`src/rtl/useq_pkg.sv`:
```
package useq_pkg;
  localparam int UA_W = 6;

  typedef enum logic [2:0] {JT_NEXT, JT_SPIN, JT_FETCH, JT_DISP, JT_FEQZ, JT_FNEZ} jump_e;
  typedef enum logic [2:0] {SRC_RF1, SRC_RF2, SRC_RF3, SRC_PC, SRC_LINK} rsel_e;
  typedef enum logic [1:0] {ALU_PASS_A, ALU_ADD, ALU_INC4, ALU_FUNC} alu_e;
  typedef enum logic [1:0] {EXT_S16, EXT_U16, EXT_S26} ext_e;

  typedef struct packed {
    logic  ld_pc;
    rsel_e reg_sel;
    ext_e  ext_sel;
    alu_e  alu_op;
    logic  en_imm;
    logic  en_alu;
    logic  en_mem;
    logic  mem_wr;
    logic  en_reg;
    logic  reg_wr;
    logic  ld_ma;
    logic  ld_b;
    logic  ld_a;
    logic  ld_ir;
  } ctrl_t;

  localparam int CTRL_W = $bits(ctrl_t);

  typedef struct packed {
    ctrl_t           ctrl;
    jump_e           jt;
    logic [UA_W-1:0] abs;
  } uword_t;

  // routine start addresses
  localparam int A_FETCH = 0;
  localparam int A_ALU   = 4;
  localparam int A_ALUI  = 7;
  localparam int A_LW    = 10;
  localparam int A_SW    = 15;
  localparam int A_J     = 20;
  localparam int A_JR    = 23;
  localparam int A_JAL   = 24;
  localparam int A_JALR  = 28;
  localparam int A_BEQZ  = 31;
  localparam int A_BNEZ  = 36;
  localparam int A_ALUMM = 41;
  localparam int A_HALT  = 48;

  function automatic uword_t ucode(input int a);
    uword_t w;
    w     = '0;
    w.jt  = JT_NEXT;
    w.abs = UA_W'(A_FETCH);
    case (a)
      0: begin w.ctrl.reg_sel = SRC_PC; w.ctrl.en_reg = 1'b1; w.ctrl.ld_ma = 1'b1; end
      1: begin w.ctrl.en_mem = 1'b1; w.ctrl.ld_ir = 1'b1; w.jt = JT_SPIN; end
      2, 20, 24, 28, 33, 38: begin
        w.ctrl.reg_sel = SRC_PC; w.ctrl.en_reg = 1'b1; w.ctrl.ld_a = 1'b1;
      end
      3: begin
        w.ctrl.en_alu = 1'b1; w.ctrl.alu_op = ALU_INC4; w.ctrl.ld_pc = 1'b1; w.jt = JT_DISP;
      end
      4, 7, 10, 15, 31, 36: begin
        w.ctrl.reg_sel = SRC_RF1; w.ctrl.en_reg = 1'b1; w.ctrl.ld_a = 1'b1;
      end
      5: begin w.ctrl.reg_sel = SRC_RF2; w.ctrl.en_reg = 1'b1; w.ctrl.ld_b = 1'b1; end
      6, 9: begin
        w.ctrl.en_alu = 1'b1; w.ctrl.alu_op = ALU_FUNC; w.ctrl.reg_sel = SRC_RF3;
        w.ctrl.reg_wr = 1'b1; w.jt = JT_FETCH;
      end
      8, 11, 16, 34, 39: begin
        w.ctrl.en_imm = 1'b1; w.ctrl.ext_sel = EXT_S16; w.ctrl.ld_b = 1'b1;
      end
      12, 17: begin w.ctrl.en_alu = 1'b1; w.ctrl.alu_op = ALU_ADD; w.ctrl.ld_ma = 1'b1; end
      13: begin
        w.ctrl.en_mem = 1'b1; w.ctrl.reg_sel = SRC_RF2; w.ctrl.reg_wr = 1'b1; w.jt = JT_SPIN;
      end
      14, 19, 47: w.jt = JT_FETCH;
      18: begin
        w.ctrl.reg_sel = SRC_RF2; w.ctrl.en_reg = 1'b1; w.ctrl.en_mem = 1'b1;
        w.ctrl.mem_wr = 1'b1; w.jt = JT_SPIN;
      end
      21, 26: begin w.ctrl.en_imm = 1'b1; w.ctrl.ext_sel = EXT_S26; w.ctrl.ld_b = 1'b1; end
      22, 27, 35, 40: begin
        w.ctrl.en_alu = 1'b1; w.ctrl.alu_op = ALU_ADD; w.ctrl.ld_pc = 1'b1; w.jt = JT_FETCH;
      end
      23, 30: begin
        w.ctrl.reg_sel = SRC_RF1; w.ctrl.en_reg = 1'b1; w.ctrl.ld_pc = 1'b1; w.jt = JT_FETCH;
      end
      25, 29: begin
        w.ctrl.en_alu = 1'b1; w.ctrl.alu_op = ALU_PASS_A; w.ctrl.reg_sel = SRC_LINK;
        w.ctrl.reg_wr = 1'b1;
      end
      32: w.jt = JT_FNEZ;
      37: w.jt = JT_FEQZ;
      41: begin w.ctrl.reg_sel = SRC_RF1; w.ctrl.en_reg = 1'b1; w.ctrl.ld_ma = 1'b1; end
      42: begin w.ctrl.en_mem = 1'b1; w.ctrl.ld_a = 1'b1; w.jt = JT_SPIN; end
      43: begin w.ctrl.reg_sel = SRC_RF2; w.ctrl.en_reg = 1'b1; w.ctrl.ld_ma = 1'b1; end
      44: begin w.ctrl.en_mem = 1'b1; w.ctrl.ld_b = 1'b1; w.jt = JT_SPIN; end
      45: begin w.ctrl.reg_sel = SRC_RF3; w.ctrl.en_reg = 1'b1; w.ctrl.ld_ma = 1'b1; end
      46: begin
        w.ctrl.en_alu = 1'b1; w.ctrl.alu_op = ALU_FUNC; w.ctrl.en_mem = 1'b1;
        w.ctrl.mem_wr = 1'b1; w.jt = JT_SPIN;
      end
      default: begin w.jt = JT_FETCH; w.abs = UA_W'(A_HALT); end
    endcase
    return w;
  endfunction
endpackage

```
`src/rtl/useq_rom.sv`:
```
module useq_rom #(
  parameter int UPC_W = useq_pkg::UA_W
) (
  input  logic [UPC_W-1:0] addr_i,
  output useq_pkg::uword_t word_o
);
  localparam int DEPTH = 1 << UPC_W;

  useq_pkg::uword_t rom [DEPTH];

  for (genvar i = 0; i < DEPTH; i++) begin : g_rom
    assign rom[i] = useq_pkg::ucode(i);
  end

  assign word_o = rom[addr_i];
endmodule

```
`src/rtl/useq_dispatch.sv`:
```
module useq_dispatch #(
  parameter int OPC_W = 6,
  parameter int UPC_W = useq_pkg::UA_W
) (
  input  logic [OPC_W-1:0] opcode_i,
  output logic [UPC_W-1:0] start_o
);
  import useq_pkg::*;

  always_comb begin
    case (int'(opcode_i))
      0:       start_o = UPC_W'(A_ALU);
      1:       start_o = UPC_W'(A_ALUI);
      2:       start_o = UPC_W'(A_LW);
      3:       start_o = UPC_W'(A_SW);
      4:       start_o = UPC_W'(A_J);
      5:       start_o = UPC_W'(A_JR);
      6:       start_o = UPC_W'(A_JAL);
      7:       start_o = UPC_W'(A_JALR);
      8:       start_o = UPC_W'(A_BEQZ);
      9:       start_o = UPC_W'(A_BNEZ);
      10:      start_o = UPC_W'(A_ALUMM);
      default: start_o = UPC_W'(A_HALT);
    endcase
  end
endmodule

```
`src/rtl/useq_next.sv`:
```
module useq_next #(
  parameter int UPC_W = useq_pkg::UA_W
) (
  input  useq_pkg::jump_e  jt_i,
  input  logic [UPC_W-1:0] upc_i,
  input  logic [UPC_W-1:0] abs_i,
  input  logic [UPC_W-1:0] start_i,
  input  logic             zero_i,
  input  logic             busy_i,
  output logic [UPC_W-1:0] upc_n_o
);
  import useq_pkg::*;

  logic [UPC_W-1:0] inc;
  assign inc = upc_i + 1'b1;

  always_comb begin
    case (jt_i)
      JT_NEXT:  upc_n_o = inc;
      JT_SPIN:  upc_n_o = busy_i ? upc_i : inc;
      JT_FETCH: upc_n_o = abs_i;
      JT_DISP:  upc_n_o = start_i;
      JT_FEQZ:  upc_n_o = zero_i ? abs_i : inc;
      JT_FNEZ:  upc_n_o = zero_i ? inc : abs_i;
      default:  upc_n_o = upc_i;
    endcase
  end
endmodule

```
`src/rtl/useq_ctrl.sv`:
```
module useq_ctrl #(
  parameter int OPC_W = 6,
  parameter int UPC_W = useq_pkg::UA_W
) (
  input  logic                        clk_i,
  input  logic                        rst_ni,
  input  logic [OPC_W-1:0]            opcode_i,
  input  logic                        zero_i,
  input  logic                        busy_i,
  output logic [useq_pkg::CTRL_W-1:0] ctrl_o,
  output logic [UPC_W-1:0]            upc_o
);
  import useq_pkg::*;

  logic [UPC_W-1:0] upc_q, upc_n, start, abs_addr;
  uword_t           word;
  jump_e            jt;

  useq_rom #(.UPC_W(UPC_W)) u_rom (
    .addr_i (upc_q),
    .word_o (word)
  );

  useq_dispatch #(.OPC_W(OPC_W), .UPC_W(UPC_W)) u_disp (
    .opcode_i (opcode_i),
    .start_o  (start)
  );

  assign jt       = word.jt;
  assign abs_addr = UPC_W'(word.abs);

  useq_next #(.UPC_W(UPC_W)) u_next (
    .jt_i    (jt),
    .upc_i   (upc_q),
    .abs_i   (abs_addr),
    .start_i (start),
    .zero_i  (zero_i),
    .busy_i  (busy_i),
    .upc_n_o (upc_n)
  );

  always_ff @(posedge clk_i or negedge rst_ni) begin
    if (!rst_ni) upc_q <= '0;
    else         upc_q <= upc_n;
  end

  assign ctrl_o = word.ctrl;
  assign upc_o  = upc_q;
endmodule

```
`config.mk`:
```
export PLATFORM = sky130hd
export DESIGN_NAME = useq_ctrl
export DESIGN_NICKNAME = d
export VERILOG_FILES = /design/src/rtl/useq_pkg.sv /design/src/rtl/useq_rom.sv /design/src/rtl/useq_dispatch.sv /design/src/rtl/useq_next.sv /design/src/rtl/useq_ctrl.sv
export SDC_FILE = /design/constraint.sdc
export NUM_CORES = 1
export LEC_CHECK = 0
export ABC_AREA = 1
export ABC_CLOCK_PERIOD_IN_PS = 2700
export BUFFER_PORTS_ARGS = -buffer_cell sky130_fd_sc_hd__clkbuf_2
export CORE_ASPECT_RATIO = 0.8
export CORE_MARGIN = 8
export CORE_UTILIZATION = 50
export DETAILED_ROUTE_END_ITERATION = 10
export HOLD_SLACK_MARGIN = 0.05
export PLACE_DENSITY_LB_ADDON = 0.2
export SLEW_MARGIN = 20
export SYNTH_ARGS = -nofsm -noshare
export SYNTH_HDL_FRONTEND = slang
export SYNTH_HIERARCHICAL = 1
export SYNTH_SLANG_ARGS = --single-unit
export TNS_END_PERCENT = 5
```
`constraint.sdc`:
```
create_clock -name clk_i -period 2.7 [get_ports clk_i]
set_clock_uncertainty 0.15 [all_clocks]
set_input_delay 0.27 -clock clk_i [delete_from_list [all_inputs] [get_ports clk_i]]
set_output_delay 0.27 -clock clk_i [all_outputs]
set_load 0.02 [all_outputs]
```
==> metrics.txt <==
number of max-slew violations in the final report 0; total power 2.56 mW; via density per instance about 5.4; count of standard-cell rows 18; vias in the first global route ~1800; slowest CP cell sky130_fd_sc_hd__dfrtp_2; Sinks on Clock Net 6; switching power total between 1.5 and 2 mW; core area 3130 sq um; shortest period the worst path allows 2.50 ns; proportion of netlist area held by the largest area contributor between 20 and 30%; first-pass GRT wire length 8450 um; count of filler cells inserted in the layout around 320; Post-DP HPWL roughly 3900 um; proportion of layout cells with a drive suffix above 1 23.3%; Worst-Skew Late Latency between 0.2 and 0.25 ns; number of cells in the design after placement 371; number of warnings reported in the yosys synthesis log 6; most used cell, CP sky130_fd_sc_hd__nand2_1; H-tree depth 1; net total in the final layout 359; Largest register FFs 6; commonest non-fill, non-tap cells in the layout sky130_fd_sc_hd__nand2_1 (128), sky130_fd_sc_hd__clkbuf_2 (32), sky130_fd_sc_hd__nand3_1 (32); async set-reset flop share out of synthesis between 90% and 100%; leakage about 1.2 nW; proportion of power drawn by the clock network 5.4%; synth-to-layout area growth 14.0%; maximum number of pins on one net before global-route repair 20; status finished, final reports clean; CP startpoint kind flip-flop; synthesized instance count about 300; Clock transition at path regs around 0.040 ns; unrepaired setup endpoints after global routing true; internal power just over 0.9 mW; total overflow reported by the global router 0; Final GP Congestion 0.951; critical-path maximum fanout 7; number of post-CTS setup repair buffers 0; prevailing post-synth register cell sky130_fd_sc_hd__dfrtp_1; most common cell after layout, fill and taps aside sky130_fd_sc_hd__nand2_1; initial antenna violation count 0; initial core utilization a little over half; f_max 400 MHz; sort of element at the end of the critical path flip-flop; combinational power share about 86%; sequential element share of the synthesized area 9.01%; hold crit path type in -> async; critical path data required time ~2.6 ns; number of synthesized flops with an enable pin 0; Max rail drop VDD about 0.00059 V; number of vias after detailed routing ~2000; flops & latches, synth 6; cell chain of the critical path inv_1, ha_1, nand2_4, o21ai_1, nand2_1, nand4_1, nand2_1, nor3_1, nor2_1, inv_1, nand2_1, nand4_1; top cells by area in the synthesized netlist sky130_fd_sc_hd__nand2_1 (29%), sky130_fd_sc_hd__nand3_1 (9.6%), sky130_fd_sc_hd__dfrtp_1 (9.0%); Chip Height 67.6 um; CTS tree yes; first drt pass iteration count 5; Detailed Route Iter0 Violations approximately 300; Final Cycle Share ~93%; sequential fraction of design power under 10%; fraction of power spent switching nets a little under two thirds; final-report setup violation count 0; x dimension of the die between 80 and 90 um; drt total wl roughly 5000 um; post-synthesis cell type count 32; count of buffers inserted at the top-level ports 32; number of buffers created by CTS 3; Arrival @ worst endpoint 2.44 ns; synthesized cell area approximately 1700 sq um; Die Footprint between 5000 and 6000 sq um; Max clock buf depth 2; area leader, netlist sky130_fd_sc_hd__nand2_1; average detailed-routed wire length per instance 13.4 um; flop2flop setup slack a little under 0.2 ns; combined global-route utilization of all metal layers between 10% and 20%; power density relative to cell area roughly 1300 nW/um^2; per-instance average area after synthesis 5.57 sq um; Max-Cap Viols 0; # IOs 34; root buf cell sky130_fd_sc_hd__clkbuf_8; Finished Layout Cells roughly 380; ANT nets after route 0; DRC violations left 0; CP max stage delay 0.44 ns; type of the worst setup path reg -> reg; n_diodes 0; total count of hold-check failures in the final report 0
[logic make-up after synthesis]
family,synth area share [%]
and+or+nand+nor,59.8
buffers and inverters,14.1
AOI/OAI and AO/OA,7.36
adders and majority gates,9.01
DFF,9.01
xor gates and xnor gates,0.526
other,0.225
[layout make-up]
cell class	count	area [sq um]	area share [%]
Multi-Input combinational cell	253	1300	68.2
Tap cell	40	50.0	2.64
Sequential cell	6	151	7.97
Inverter	30	115	6.06
Timing Repair Buffer	43	245	12.9
Clock buffer	3	41.3	2.17
[final timing paths]
check                                    from            endpoint  cells past startpoint
max                        upc_o[0]$_DFF_PN0_  upc_o[0]$_DFF_PN0_                     12
min                                    rst_ni  upc_o[5]$_DFF_PN0_                      2
max reg2reg                upc_o[0]$_DFF_PN0_  upc_o[0]$_DFF_PN0_                     12
min reg2reg                upc_o[2]$_DFF_PN0_  upc_o[2]$_DFF_PN0_                      3
max in group asynchronous              rst_ni  upc_o[0]$_DFF_PN0_                      2
min in group clk_i                opcode_i[4]  upc_o[4]$_DFF_PN0_                      5
[repair_timing]
action / 4_1_cts / 5_1_grt
resized for setup: 0 / 1
endpoints found under the hold margin: 6 / 0
hold buffers: 1 / 0
setup endpoints to repair: 0 / 6
[per-layer routing]
metal | global-route usage (%) | vias to the layer above | part of all wire, %
li1 | - | 1024 | -
met3 | 2.79 | 7 | 9.2
met2 | 27.4 | 107 | 41
met4 | 4.52 | 0 | 0.96
met1 | 28.2 | 879 | 49
met5 | 0 | - | 0
[metrics by stage]
stage | cell area [sq um] | TNS (ns) | setup slack [ns] | utilization, % | hold WS [ns]
floorplan | 1680 | 0 | 0.315 | - | -0.176
global placement | 1850 | 0 | 0.265 | 59.0 | -0.0457
detailed placement | 1850 | 0 | 0.246 | 59.0 | -0.0433
CTS | 1900 | 0 | 0.164 | 60.6 | 0.252
global route | 1900 | -0.00385 | -0.00385 | 60.7 | 0.280
finish | 1900 | 0 | 0.197 | 60.7 | 0.253
[critical path, delay by kind of cell (launching register included)]
family	cells	cell delay (ns)
simple gates	8	1.12
flops	1	0.44
buf+inv	2	0.29
fa+ha+maj	1	0.27
compound gates	1	0.09
[synthesized netlist by cell type, types with 3 or more instances]
master and number:
sky130_fd_sc_hd__nand3_1 32, sky130_fd_sc_hd__a21oi_1 5, sky130_fd_sc_hd__dfrtp_1 6, sky130_fd_sc_hd__buf_4 7, sky130_fd_sc_hd__o21ai_0 6, sky130_fd_sc_hd__inv_2 8, sky130_fd_sc_hd__nor2_1 21, sky130_fd_sc_hd__nand4_1 10
sky130_fd_sc_hd__nand2_2 8, sky130_fd_sc_hd__inv_1 21, sky130_fd_sc_hd__o211ai_1 3, sky130_fd_sc_hd__buf_6 3, sky130_fd_sc_hd__nand2_1 128, sky130_fd_sc_hd__nand3_2 7, sky130_fd_sc_hd__ha_1 12, sky130_fd_sc_hd__nand2_4 3
[power by group through the flow]
stage | registers (mW) | logic (mW) | clock network [mW]
after floorplan | 0.270 | 1.53 | 0
after global placement | 0.212 | 2.15 | 0
after detailed placement | 0.215 | 2.14 | 0
after CTS | 0.216 | 2.16 | 0.141
after global routing | 0.224 | 2.43 | 0.143
final | 0.219 | 2.20 | 0.139
Note: power is estimated with default switching activity, not from simulation.
